### config.mk
export PLATFORM = sky130hd
export DESIGN_NAME = accRegExec
export DESIGN_NICKNAME = d
export VERILOG_FILES = /design/src/rtl/accRegPkg.sv /design/src/rtl/accRegCtrl.sv /design/src/rtl/accRegData.sv /design/src/rtl/accRegExec.sv
export SDC_FILE = /design/constraint.sdc
export NUM_CORES = 1
export LEC_CHECK = 0
export ABC_AREA = 1
export BUFFER_PORTS_ARGS = -buffer_cell sky130_fd_sc_hd__buf_2
export CORE_UTILIZATION = 55
export DETAILED_ROUTE_END_ITERATION = 10
export PLACE_DENSITY_LB_ADDON = 0.3
export SLEW_MARGIN = 20
export SYNTH_ARGS = -nofsm -noshare
export SYNTH_HDL_FRONTEND = slang
export SYNTH_SLANG_ARGS = --single-unit
### constraint.sdc
create_clock -name clk -period 3.7 [get_ports clk]
set_clock_uncertainty 0.15 [all_clocks]
set_input_delay 1.11 -clock clk [delete_from_list [all_inputs] [get_ports clk]]
set_output_delay 1.11 -clock clk [all_outputs]
set_load 0.01 [all_outputs]
### src/rtl/accRegPkg.sv
package accRegPkg;
  typedef struct packed {
    logic clrAc;
    logic clrE;
    logic cmaAc;
    logic cmeE;
    logic cirR;
    logic cirL;
    logic incAc;
    logic andOp;
    logic addOp;
    logic ldOp;
    logic inpOp;
    logic outOp;
    logic halt;
  } accCtlT;
endpackage

### src/rtl/accRegCtrl.sv
module accRegCtrl
  import accRegPkg::*;
#(
  parameter int DATA_W = 16,
  parameter int OPS_W  = 12
) (
  input  logic              clk,
  input  logic              rst,
  input  logic              opStrobe,
  input  logic [OPS_W-1:0]  opField,
  input  logic              memStrobe,
  input  logic [1:0]        memOp,
  input  logic              inStrobe,
  input  logic              outStrobe,
  input  logic [DATA_W-1:0] acVal,
  input  logic              eVal,
  output accCtlT            ctl,
  output logic              skipReq,
  output logic              haltReq
);
  localparam int MSB = DATA_W - 1;

  int   hiIdx;
  logic hiHit;

  // Priority pick: a later (higher) set bit overrides an earlier one.
  always_comb begin
    hiIdx = 0;
    hiHit = 1'b0;
    for (int i = 0; i < OPS_W; i++) begin
      if (opField[i]) begin
        hiIdx = i;
        hiHit = 1'b1;
      end
    end
  end

  always_comb begin
    ctl     = '0;
    skipReq = 1'b0;
    if (opStrobe) begin
      if (hiHit) begin
        case (hiIdx)
          11: ctl.clrAc = 1'b1;
          10: ctl.clrE  = 1'b1;
          9:  ctl.cmaAc = 1'b1;
          8:  ctl.cmeE  = 1'b1;
          7:  ctl.cirR  = 1'b1;
          6:  ctl.cirL  = 1'b1;
          5:  ctl.incAc = 1'b1;
          4:  skipReq   = ~acVal[MSB];
          3:  skipReq   = acVal[MSB];
          2:  skipReq   = (acVal == '0);
          1:  skipReq   = ~eVal;
          0:  ctl.halt  = 1'b1;
          default: ;
        endcase
      end
    end else if (memStrobe) begin
      case (memOp)
        2'd0: ctl.andOp = 1'b1;
        2'd1: ctl.addOp = 1'b1;
        2'd2: ctl.ldOp  = 1'b1;
        default: ;
      endcase
    end else if (inStrobe) begin
      ctl.inpOp = 1'b1;
    end else if (outStrobe) begin
      ctl.outOp = 1'b1;
    end
  end

  assign haltReq = ctl.halt;

  AST_ONE_ACTION: assert property (@(posedge clk) disable iff (rst)
    $onehot0(ctl)) else $error("more than one action");
  AST_SKIP_IDLE: assert property (@(posedge clk) disable iff (rst)
    !opStrobe |-> !skipReq && !haltReq) else $error("pulse without strobe");
  AST_LOW_BLOCKED: assert property (@(posedge clk) disable iff (rst)
    opStrobe |-> !(ctl.andOp || ctl.addOp || ctl.ldOp || ctl.inpOp || ctl.outOp))
    else $error("lower strobe acted");
endmodule

### src/rtl/accRegData.sv
module accRegData
  import accRegPkg::*;
#(
  parameter int DATA_W = 16,
  parameter int CHAR_W = 8
) (
  input  logic              clk,
  input  logic              rst,
  input  accCtlT            ctl,
  input  logic [DATA_W-1:0] drData,
  input  logic [CHAR_W-1:0] inChar,
  output logic [DATA_W-1:0] acReg,
  output logic              eReg,
  output logic [CHAR_W-1:0] outReg,
  output logic              runReg
);
  localparam int MSB = DATA_W - 1;

  logic [DATA_W:0] sumFull;
  assign sumFull = {1'b0, acReg} + {1'b0, drData};

  always_ff @(posedge clk) begin
    if (rst) begin
      acReg  <= '0;
      eReg   <= 1'b0;
      outReg <= '0;
      runReg <= 1'b1;
    end else begin
      if (ctl.clrAc)      acReg <= '0;
      else if (ctl.cmaAc) acReg <= ~acReg;
      else if (ctl.incAc) acReg <= acReg + 1'b1;
      else if (ctl.cirR)  acReg <= {eReg, acReg[MSB:1]};
      else if (ctl.cirL)  acReg <= {acReg[MSB-1:0], eReg};
      else if (ctl.andOp) acReg <= acReg & drData;
      else if (ctl.addOp) acReg <= sumFull[MSB:0];
      else if (ctl.ldOp)  acReg <= drData;
      else if (ctl.inpOp) acReg <= {acReg[MSB:CHAR_W], inChar};

      if (ctl.clrE)       eReg <= 1'b0;
      else if (ctl.cmeE)  eReg <= ~eReg;
      else if (ctl.cirR)  eReg <= acReg[0];
      else if (ctl.cirL)  eReg <= acReg[MSB];
      else if (ctl.addOp) eReg <= sumFull[DATA_W];

      if (ctl.outOp) outReg <= acReg[CHAR_W-1:0];
      if (ctl.halt)  runReg <= 1'b0;
    end
  end

  AST_CIR_RIGHT: assert property (@(posedge clk) disable iff (rst)
    ctl.cirR |=> acReg == {$past(eReg), $past(acReg[MSB:1])} && eReg == $past(acReg[0]))
    else $error("rotate right wrong");
  AST_CIR_LEFT: assert property (@(posedge clk) disable iff (rst)
    ctl.cirL |=> acReg == {$past(acReg[MSB-1:0]), $past(eReg)} && eReg == $past(acReg[MSB]))
    else $error("rotate left wrong");
  AST_ADD_CARRY: assert property (@(posedge clk) disable iff (rst)
    ctl.addOp |=> {eReg, acReg} == {1'b0, $past(acReg)} + {1'b0, $past(drData)})
    else $error("add wrong");
  AST_HALT_STICKY: assert property (@(posedge clk) disable iff (rst)
    !runReg |=> !runReg) else $error("running came back");
  AST_OUT_HOLD: assert property (@(posedge clk) disable iff (rst)
    !ctl.outOp |=> $stable(outReg)) else $error("outChar moved");
endmodule

### src/rtl/accRegExec.sv
module accRegExec
  import accRegPkg::*;
#(
  parameter int DATA_W = 16,
  parameter int OPS_W  = 12,
  parameter int CHAR_W = 8
) (
  input  logic              clk,
  input  logic              rst,
  input  logic              opStrobe,
  input  logic [OPS_W-1:0]  opField,
  input  logic              memStrobe,
  input  logic [1:0]        memOp,
  input  logic [DATA_W-1:0] drData,
  input  logic              inStrobe,
  input  logic [CHAR_W-1:0] inChar,
  input  logic              outStrobe,
  output logic [DATA_W-1:0] acOut,
  output logic              eOut,
  output logic [CHAR_W-1:0] outChar,
  output logic              skipReq,
  output logic              haltReq,
  output logic              running
);
  accCtlT ctl;

  accRegCtrl #(.DATA_W(DATA_W), .OPS_W(OPS_W)) uCtrl (
    .clk(clk), .rst(rst), .opStrobe(opStrobe), .opField(opField),
    .memStrobe(memStrobe), .memOp(memOp), .inStrobe(inStrobe),
    .outStrobe(outStrobe), .acVal(acOut), .eVal(eOut), .ctl(ctl),
    .skipReq(skipReq), .haltReq(haltReq)
  );

  accRegData #(.DATA_W(DATA_W), .CHAR_W(CHAR_W)) uData (
    .clk(clk), .rst(rst), .ctl(ctl), .drData(drData), .inChar(inChar),
    .acReg(acOut), .eReg(eOut), .outReg(outChar), .runReg(running)
  );
endmodule

Word-level counts from Yosys, hierarchy flattened
Index checks and enable logic that the tools add are counted.
{ "word_totals": {"regBits": 26, "inputBits": 44, "output_inout_bits": 28, "elab_cells": 91} }
{ "classes": {"add_sub_neg": 2, "eq_ne": 13, "muxes": 59, "bitwise": 4, "reduce_logical": 8} }
{ "op_table": {"columns": ["cell", "n"], "rows": [
  ["$mux W16", 7],
  ["$mux W1", 35],
  ["$logic_not A32 Y1", 1],
  ["$add A16 B16 Y17", 1],
  ["$add A16 B1 Y16 const B", 1],
  ["$and A16 B16 Y16", 1],
  ["$eq A4 B3 Y1 const B", 4],
  ["$eq A4 B4 Y1 const B", 4],
  ["$logic_not A16 Y1", 1],
  ["$mux W4", 4],
  ["$not A16 Y16", 1],
  ["$mux W3", 5],
  ["$mux W7", 2],
  ["$eq A4 B2 Y1 const B", 2],
  ["$mux W8", 1],
  ["$reduce_bool A8 Y1", 1],
  ["$reduce_bool A7 Y1", 1],
  ["$mux W2", 3],
  ["$mux W5", 1],
  ["$eq A4 B1 Y1 const B", 1],
  ["$pmux W1 S4", 1],
  ["$reduce_bool A4 Y1", 1],
  ["$reduce_or A2 Y1", 2],
  ["$eq A2 B1 Y1 const B", 1],
  ["other kinds (3)", 4]
]} }

Longest topological paths before layout
Gate-level depths: netlist of the first run.
{ "logic_depth": {"word_depth": 19, "ltp_mapped": 19, "ltp_nobuf": 19} }

By module
From an unflattened synthesis of the first run, not the netlist that was laid out.
{ "unflattened": {"cells_unflattened": 602, "area_unflattened_um2": 3488.3} }
{ "modules_own_cells": {"columns": ["mod", "instances", "cells_each", "area_each_um2", "seq_area_each_um2"], "rows": [
  ["accRegData", 1, 516, 3052.9, 520.5],
  ["accRegCtrl", 1, 86, 435.4, 0.0]
]} }

Worst setup path before layout of the first run
OpenSTA, ideal clock, no wires.
{ "synth_timing": {"path_kind": "input-to-output", "startpoint": "input opField[2]", "endpoint": "output skipReq", "t_arrival_ns": 2.415, "t_required_ns": 2.440, "slack_ns": 0.025, "cell_stages": 16, "path_buffers": 1, "path_cell_list": "inv_2 > nand2_1 > nand2_1 > nand2_1 > nand2_1 > nand2_1 > nand2_1 > nand2_1 > nand2_2 > nand2_2 > nand2_2 > buf_2 > nand3_1 > nand3_1 > nand2_1 > a21oi_1"} }
{ "synth_between": {"elab_chain_cells": 14, "word_cells_on_any_way": 27, "cone_classes": "4 x eq/ne; 23 x mux"} }
{ "synth_rtl": {"columns": ["element", "line", "text"], "rows": [
  ["from (decl)", "accRegExec.sv:11", "input logic [OPS_W-1:0] opField,"],
  ["$mux W2 (2 in a row)", "accRegCtrl.sv:31", "if (opField[i]) begin"],
  ["$mux W3 (4 in a row)", "accRegCtrl.sv:31", null],
  ["$mux W4 (4 in a row)", "accRegCtrl.sv:31", null],
  ["$eq A4 B1 Y1 (tied with other cells)", "accRegCtrl.sv:43", "case (hiIdx)"],
  ["$pmux W1 S4", "accRegCtrl.sv:43", null],
  ["$mux W1 *", "accRegCtrl.sv:42", "if (hiHit) begin"],
  ["$mux W1 *", "accRegCtrl.sv:41", "if (opStrobe) begin"],
  ["to (decl)", "accRegExec.sv:21", "output logic skipReq,"]
]} }
Mark *: on every way between the ends. The rest lies on a longest branch, timed or not.

Worst setup path after layout of the first run
Ends and elaborated chain as after synthesis.

==> qor.csv, run 1 <==
metric,value,unit
vias,4592,
first_pass_iters,7,
core_area,0.00635,sq mm
pre_cts_ws,-0.000357,ns
drc_errors,0,
place_congestion,1.02,
end_kind,output pin,
slew_headroom,60.9,%
track_usage,32.1,%
outcome,"complete, but fails checks",
rsz0062_at_grt,true,
powerDensity,241,mW/mm^2
syn_nets,716,
cts.path.max_buffers,2,
finalWorstSetupSlack,-0.0346,ns
io-pin-count,72,
postRouteAntennaNets,0,
period_share,101,%
ys_types,40,
postSynthCellCount,653,
dp_hpwl,8900,microns
nNetsFinal,786,
period_needed,3.73,ns
max_cap_violations,0,
antenna_cells,0,
grt_pass1_vias,4032,
cts_inserted_buffers,3,
grt_pass1_wl,18400,microns
rows,29,
synth_seq_area_share,14.4,%
placedCellCount,793,
p_leak,2.20,nW
critPathLaunchType,input port,
drive_gt1_share,17.7,%
hold_violations,0,
worstPathRequired,2.44,ns
wire_per_inst,14.5,microns
insertion_delay,0.28,ns
synthTopCellsByArea,"nand2_1 (22%), dfxtp_1 (14%), nand3_1 (9.1%), inv_1 (8.1%), nor2_1 (6.7%)",
die_h,83.0,microns
setup-violations-final,1,
portBuffers,71,
grt-ovfl-total,0,
drt_iter0_drc,588,
instances_no_fill,799,
avgSynthCellArea,5.53,sq um
synth_top_cell_area_share,21.5,%
wl_met1,4790,microns
cts_hold_buf,0,
antenna_found_initial,0,
cts_sinks,26,
tns,-0.0346,ns
worst-path-max-fanout,4,
cts_tree,yes,
ir_drop,0.000209,V
slew_violations,0,
vias_per_cell,5.75,
synth_edf_count,0,
yosysWarnings,0,
synth_flop_cell,dfxtp_1,
criticalPathCategory,input port to output pin,
crit_arrival,2.47,ns
synthArstFlopShare,0,%
wirelength,11500,microns
regToRegSetupSlack,0.99,ns
min_path_type,register to register,
grt_max_degree,27,
synth_seq_cells,26,
synth_area_leader_cell,nand2_1,
fmaxAchievable,0.268,GHz
areaGrowthSynthToFinish,14.8,%
worst_pin_slew,0.585,ns
initial_core_util,56.9,%
hold_ws,0.343,ns
dieArea,0.00689,sq mm
violations,setup timing,
wl_met3,976,microns
met2_length,5560,microns
htreeDepth,1,
dieWidth,83.0,microns
topRoutingLayerUsed,met4,
netlist_area,0.00361,sq mm
clk_pin_slew,0.10,ns
clockRootBuffer,clkbuf_8,
[cell usage after synthesis (4+ instances only)]
cell type    n
nand2_1    207
nor2_1      64
o21ai_0     39
a21oi_2      7
inv_1       78
nand4_1     15
nand3b_1     7
nand2_2      6
dfxtp_1     26
a21oi_1     39
clkbuf_1     6
inv_2       10
buf_2        5
nand3_1     66
ha_1        18
nor3_1      11
xor2_1      10
nor3_2       4
[state kept, by name, summed over array words and instances (netlist names)]
name / flops
uData.eReg: 1
uData.acReg: 16
uData.outReg: 8
uData.runReg: 1
[power by group]
group / switching [mW] / internal, mW / leakage [nW]
Clock: 0.101 / 0.145 / 0.0357
Sequential: 0.0332 / 0.297 / 0.213
Combinational: 0.272 / 0.150 / 1.95
[worst max-delay path, cell delays in order]
cell,delay [ns]
buf_2,0.10
inv_2,0.04
nand2_1,0.04
nand2_1,0.05
nand2_1,0.05
nand2_1,0.05
nand2_1,0.04
nand2_1,0.07
nand2_2,0.07
nand2_4,0.10
nand2_4,0.06
nand2_4,0.09
nand3_1,0.10
nand3_1,0.12
nand2_1,0.09
a21oi_1,0.14
buf_2,0.15
[cells by family after synthesis]
group / synth area share [%]
buffers and inverters: 12.1
AOI/OAI and AO/OA: 14.9
adders and majority gates: 6.79
DFF: 14.4
xor gates and xnor gates: 2.67
and+or+nand+nor: 49.1
[path summary, 6_finish.rpt]
path | from | to | cells after the start
worst max-delay path | opField[2] | skipReq | 17
worst min-delay path | uData.runReg | uData.runReg | 2
worst max register to register | uData.acReg[1] | uData.acReg[14] | 18
worst min register to register | uData.runReg | uData.runReg | 2
[timing repair]
action,4_1_cts,5_1_grt
pin swaps,0,2
resized for setup,1,6
setup buffers,0,2
gates cloned,0,0
endpoints found under the setup margin,1,1
[layout make-up]
type                       count  area (sq um)
sequential                    26           520
multi-input combinational    520          2680
fill                         631          2210
clock inverter                 1          30.0
timing repair buffer          80           429
tap                           77          96.3
inverter                      92           349
clock buffer                   3          41.3
[placed cells by master (no fill, tap or decap), types with 9 or more instances in the layout]
| master | netlist | routed |
|---|---|---|
| nor2_1 | 64 | 63 |
| buf_2 | 5 | 70 |
| nand2_1 | 207 | 206 |
| dfxtp_1 | 26 | 26 |
| buf_4 | 1 | 9 |
| ha_1 | 18 | 18 |
| o21ai_0 | 39 | 39 |
| nor3_1 | 11 | 11 |
| nand4_1 | 15 | 15 |
| nand3_1 | 66 | 66 |
| inv_1 | 78 | 78 |
| a21oi_1 | 39 | 39 |
| inv_2 | 10 | 10 |
| xor2_1 | 10 | 10 |
[routing by layer]
layer | track usage (%) | vias to the layer above
li1 | - | 2249
met1 | 42.1 | 2073
met2 | 56.6 | 243
met3 | 3.88 | 27
met4 | 6.43 | 0
met5 | 0 | -
[through the flow]
| stage | util (%) | area (sq um) | power, mW |
|---|---|---|---|
| 4_1_cts | 64.6 | 4100 | 0.984 |
| 2_1_floorplan | - | 3610 | 0.612 |
| 3_5_place_dp | 63.4 | 4030 | 0.740 |
| 6_report | 65.3 | 4140 | 0.999 |
| 3_3_place_gp | 63.4 | 4030 | 0.729 |
| 5_1_grt | 65.3 | 4140 | 1.06 |
Note: power is estimated with default switching activity, not from simulation.
==> run 2, diff against run 1 <==
--- a/config.mk
+++ b/config.mk
@@ -13,4 +13,5 @@
 export SLEW_MARGIN = 20
 export SYNTH_ARGS = -nofsm -noshare
 export SYNTH_HDL_FRONTEND = slang
+export SYNTH_HIERARCHICAL = 1
 export SYNTH_SLANG_ARGS = --single-unit
==> run 2 against run 1 <==
The run now ends clean. Sequential share of layout area is 0.44 points higher. Fmax up 6.3%. Global-route usage is 0.89 points higher. Critical endpoint unchanged. Routed wire length down 7.8%.
==> qor.csv, run 2 <==
metric,value,unit
outcome,"complete, no violations",
fmaxAchievable,0.285,GHz
final_common_cell,nand2_1,
cts_tree,yes,
hold_ws,0.318,ns
ir_drop,0.000300,V
synth_flop_cell,dfxtp_1,
syn_nets,664,
drt_iter0_drc,347,
cts.path.max_buffers,2,
cts_sinks,26,
end_kind,output pin,
postRouteAntennaNets,0,
postSynthCellCount,602,
nNetsFinal,727,
insertion_delay,0.27,ns
wire_per_inst,14.4,microns
synth_seq_cells,26,
cts_inserted_buffers,3,
clockRootBuffer,clkbuf_8,
grt_pass1_wl,17300,microns
vias_per_cell,5.78,
crit_arrival,2.25,ns
regToRegSetupSlack,1.24,ns
dp_hpwl,8250,microns
ys_types,50,
reg2regPathDepth,12,
cp-endpoint,skipReq,
fin_area,0.00400,sq mm
htreeDepth,1,
areaGrowthSynthToFinish,14.7,%
grt-ovfl-total,0,
largest_reg_flops,16,
register_area,520,sq um
first_pass_iters,5,
multi_input_area,0.00257,sq mm
period_needed,3.51,ns
place_congestion,0.938,
slew_violations,0,
slew_headroom,37.3,%
reg2reg_to,uData/acReg[4],
layout_common_cells,"nand2_1 (135), buf_2 (71), a21oi_1 (70), inv_1 (68), o21ai_0 (52)",
p_total,0.971,mW
clk_pin_slew,0.09,ns
wirelength,10700,microns
crit_start,opField[2],
core_area,0.00603,sq mm
die_h,81.6,microns
antenna_cells,0,
reg_top3,"uData/acReg (16), uData/outReg (8)",
rsz0062_at_grt,false,
synth_most_common_cell,nand2_1,
track_usage,33.0,%
avgSynthCellArea,5.79,sq um
regMostFlops,uData/acReg,
min_path_type,register to register,
max_cap_violations,0,
reg2reg_from,uData/acReg[0],
post_dp_cell_area,0.00393,sq mm
synth_seq_area_share,14.9,%
drive_gt1_share,19.1,%
synth_edf_count,0,
worst-path-max-fanout,3,
synth_area_leader_cell,dfxtp_1,
setup-violations-final,0,
nFillCells,563,
yosysWarnings,6,
synthTopCellsByArea,"dfxtp_1 (15%), nand2_1 (15%), a21oi_1 (10%), o21ai_0 (7.5%), inv_1 (7.3%)",
drc_errors,0,
io-pin-count,72,
dieWidth,81.6,microns
netlist_area,0.00349,sq mm
critPathLaunchType,input port,
synth_common_cells,"nand2_1 (135), a21oi_1 (70), inv_1 (68)",
grt_max_degree,29,
synthArstFlopShare,0,%
grt_pass1_vias,3802,
powerDensity,243,mW/mm^2
vias,4273,
portBuffers,71,
p_leak,1.99,nW
rows,28,
criticalPathCategory,input port to output pin,
tns,0,ns
initial_core_util,57.9,%
period_share,94.9,%
final_util,66.4,%
dieArea,0.00667,sq mm
synth_top_cell_area_share,14.9,%
antenna_found_initial,0,
worstPathRequired,2.44,ns
hold_violations,0,
worst_pin_slew,0.937,ns
[run 2: where the power goes]
part           leakage [nW]  internal, mW  total (mW)  switching [mW]
Combinational          1.74         0.144       0.392           0.248
Clock                0.0357         0.145       0.238          0.0932
Sequential            0.212         0.298       0.341          0.0426
Total                  1.99         0.587       0.971           0.383
[run 2: through the flow]
stage,instances,setup slack [ns]
after detailed placement,735,0.0972
after global placement,735,0.175
after floorplan,602,0.394
after CTS,739,0.0870
after global routing,739,0.0441
final,739,0.187
[run 2: kinds of logic (layout without fill, tap and decap cells)]
group / count (synthesis) / count (layout) / share of synthesized area (%)
simple gates: 285 / 285 / 38.3
compound gates: 161 / 161 / 26.0
buf+inv: 103 / 165 / 11.9
flops: 26 / 26 / 14.9
fa+ha+maj: 18 / 18 / 6.67
xor+xnor: 9 / 9 / 2.26
[run 2: cell type report]
cell class / count / share of cell area [%]
clock buffers: 3 / 1.03
inverters: 80 / 7.60
flip-flops and latches: 26 / 13.0
repair buffers: 81 / 11.1
clock inverters: 1 / 0.750
multi-input cells: 473 / 64.2
well taps: 75 / 2.34
[run 2: per-layer routing]
layer / global-route usage (%) / vias to the layer above / share of wire [%]
met2: 57.4 / 196 / 47
li1: - / 2154 / -
met1: 41.5 / 1893 / 43
met4: 11.2 / 0 / 3.2
met3: 4.67 / 30 / 6.4
met5: 0 / - / 0
[run 2: worst min path at each step]
stage	from	end	slack [ns]	depth (start not counted)
finish	uData/runReg	uData/runReg	0.32	2
CTS	uData/runReg	uData/runReg	0.32	2
floorplan	uData/runReg	uData/runReg	0.32	2
detailed placement	uData/runReg	uData/runReg	0.29	2
global route	uData/runReg	uData/runReg	0.33	2
global placement	uData/runReg	uData/runReg	0.30	2
[run 2: worst max-delay path: stages]
cell and delay [ns]:
buf_2 0.10, inv_2 0.05, nand2_1 0.04, nand2_1 0.05, nand2_1 0.04, nand2_1 0.05, nand2_1 0.06, nand2_2 0.07
nand2_2 0.07, nand2_2 0.09, nand2_2 0.06, nand2_2 0.09, nand3_2 0.08, nand3_2 0.08, nand2_1 0.04, inv_1 0.04
buf_2 0.11
[run 2: timing repair]
action / 4_1_cts / 5_1_grt
endpoints found under the hold margin: 0 / 0
gates resized for setup: 0 / 1
buffers inserted: 0 / 0
hold buffers: 0 / 0
endpoints found under the setup margin: 0 / 1
==> run 3, diff against run 2 <==
--- a/config.mk
+++ b/config.mk
@@ -7,6 +7,7 @@
 export LEC_CHECK = 0
 export ABC_AREA = 1
 export BUFFER_PORTS_ARGS = -buffer_cell sky130_fd_sc_hd__buf_2
+export CORE_MARGIN = 1.5
 export CORE_UTILIZATION = 55
 export DETAILED_ROUTE_END_ITERATION = 10
 export PLACE_DENSITY_LB_ADDON = 0.3
==> run 3 against run 2 <==
First-iteration DRC count up 23%. Cell count up 0.54%. Sequential power about the same. Routed wire length up 3.6%. Global-route usage up 0.33 points. Combinational power up 3%. Sequential share of layout area down 0.057 points. Highest routed layer unchanged.
==> qor.csv, run 3 (same netlist as run 2, synthesis figures left out) <==
metric,value,unit
cts_hold_buf,0,
worst-path-max-fanout,7,
pwr-share-comb,40.9,%
die_h,82.6,microns
drc_errors,0,
criticalPathCategory,input port to output pin,
io-pin-count,72,
dp_hpwl,8320,microns
htreeDepth,1,
period_share,94.8,%
max_stage_delay,0.25,ns
cts_inserted_buffers,3,
p_leak,2.01,nW
wire_per_inst,14.9,microns
clk_pin_slew,0.10,ns
drive_gt1_share,19.6,%
period_needed,3.51,ns
first_pass_iters,5,
crit_arrival,2.25,ns
portBuffers,71,
max_cap_violations,0,
regMostFlops,uData/acReg,
areaGrowthSynthToFinish,15.2,%
switchingPower,0.396,mW
post_cts_resized,0,
worst_pin_slew,1.00,ns
dieWidth,82.6,microns
clockPowerShare,24.8,%
cts_sinks,26,
pwr-share-seq,34.3,%
tns,0,ns
hold_violations,0,
largest_reg_flops,16,
postCtsSetupBuffers,0,
drt_iter0_drc,428,
worstPathRequired,2.44,ns
cts.path.max_buffers,2,
path_buf_inv,5,
nNetsFinal,731,
dieArea,0.00683,sq mm
vias_per_cell,5.97,
p_sw_share,40.1,%
grt-ovfl-total,0,
rsz0062_at_grt,false,
slew_headroom,33.0,%
initial_core_util,57.9,%
grt_pass1_wl,17700,microns
core_area,0.00603,sq mm
fmaxAchievable,0.285,GHz
cts_tree,yes,
path_cells,buf_2 > inv_2 > nand2_2 > nand2_2 > nand3_2 > a21oi_4 > nand4_2 > nand2_1 > inv_1 > nand3_2 > nand2_1 > inv_1 > buf_2,
setup-violations-final,0,
vias,4434,
ir_drop,0.000214,V
antenna_cells,0,
multi_input_area,0.00257,sq mm
hold_ws,0.345,ns
nFillCells,574,
postRouteAntennaNets,0,
layout_common_cells,"nand2_1 (135), buf_2 (71), a21oi_1 (70), inv_1 (68), o21ai_0 (52)",
powerDensity,246,mW/mm^2
final_common_cell,nand2_1,
instances_no_fill,743,
insertion_delay,0.28,ns
p_int,0.591,mW
track_usage,33.4,%
placedCellCount,739,
min_path_type,register to register,
wirelength,11000,microns
end_kind,output pin,
path_delay_family,simple AND/OR/NAND/NOR gates,
antenna_found_initial,0,
slew_violations,0,
clockRootBuffer,clkbuf_8,
register_area,520,sq um
grt_max_degree,29,
outcome,"complete, no violations",
reg_top3,"uData/acReg (16), uData/outReg (8)",
place_congestion,0.959,
grt_pass1_vias,3839,
rows,28,
critPathLaunchType,input port,
cpMaxStageDelayCell,a21oi_4,
run 3: worst paths after layout:
kind / from / to / slack (ns) / cells after the start
min reg2reg: uData/runReg / uData/runReg / 0.34 / 2
max: opField[2] / skipReq / 0.19 / 13
max reg2reg: uData/acReg[0] / uData/acReg[6] / 1.18 / 13
min: uData/runReg / uData/runReg / 0.34 / 2
run 3: metal layers:
metal  vias up  global-route usage, %  wire, microns
li1       2169                      -              -
met2       239                   57.4           5150
met5         -                      0              0
met4         0                   10.8            309
met1      1994                   43.0           4750
met3        32                   3.96            831
run 3: cell type report:
cell class                      count  share of cell area (%)
Tap cell                           75                    2.33
Inverter                           80                    7.56
Timing Repair Buffer               85                    11.5
Multi-Input combinational cell    473                    63.9
Clock inverter                      1                   0.747
Sequential cell                    26                    12.9
Clock buffer                        3                    1.03
run 3: worst reg2reg max path, delay by kind of cell (launching register included):
| family | cells | cell delay [ns] |
|---|---|---|
| AOI/OAI and AO/OA | 5 | 0.71 |
| adders and majority gates | 2 | 0.66 |
| DFF | 1 | 0.41 |
| and+or+nand+nor | 6 | 0.53 |
run 3: power by group through the flow:
stage / sequential [mW] / combinational [mW] / clock [mW]
6_report: 0.338 / 0.404 / 0.245
5_1_grt: 0.342 / 0.452 / 0.254
4_1_cts: 0.338 / 0.393 / 0.247
3_5_place_dp: 0.344 / 0.391 / 0
3_3_place_gp: 0.343 / 0.382 / 0
2_1_floorplan: 0.341 / 0.264 / 0
run 3: per-stage QoR:
stage | utilization, % | setup WS [ns] | power (mW) | area (sq um)
floorplan | - | 0.394 | 0.605 | 3490
global placement | 65.4 | 0.187 | 0.726 | 3940
detailed placement | 65.4 | 0.168 | 0.735 | 3940
CTS | 66.6 | 0.159 | 0.978 | 4010
global route | 66.7 | 0.0167 | 1.05 | 4020
finish | 66.7 | 0.192 | 0.987 | 4020
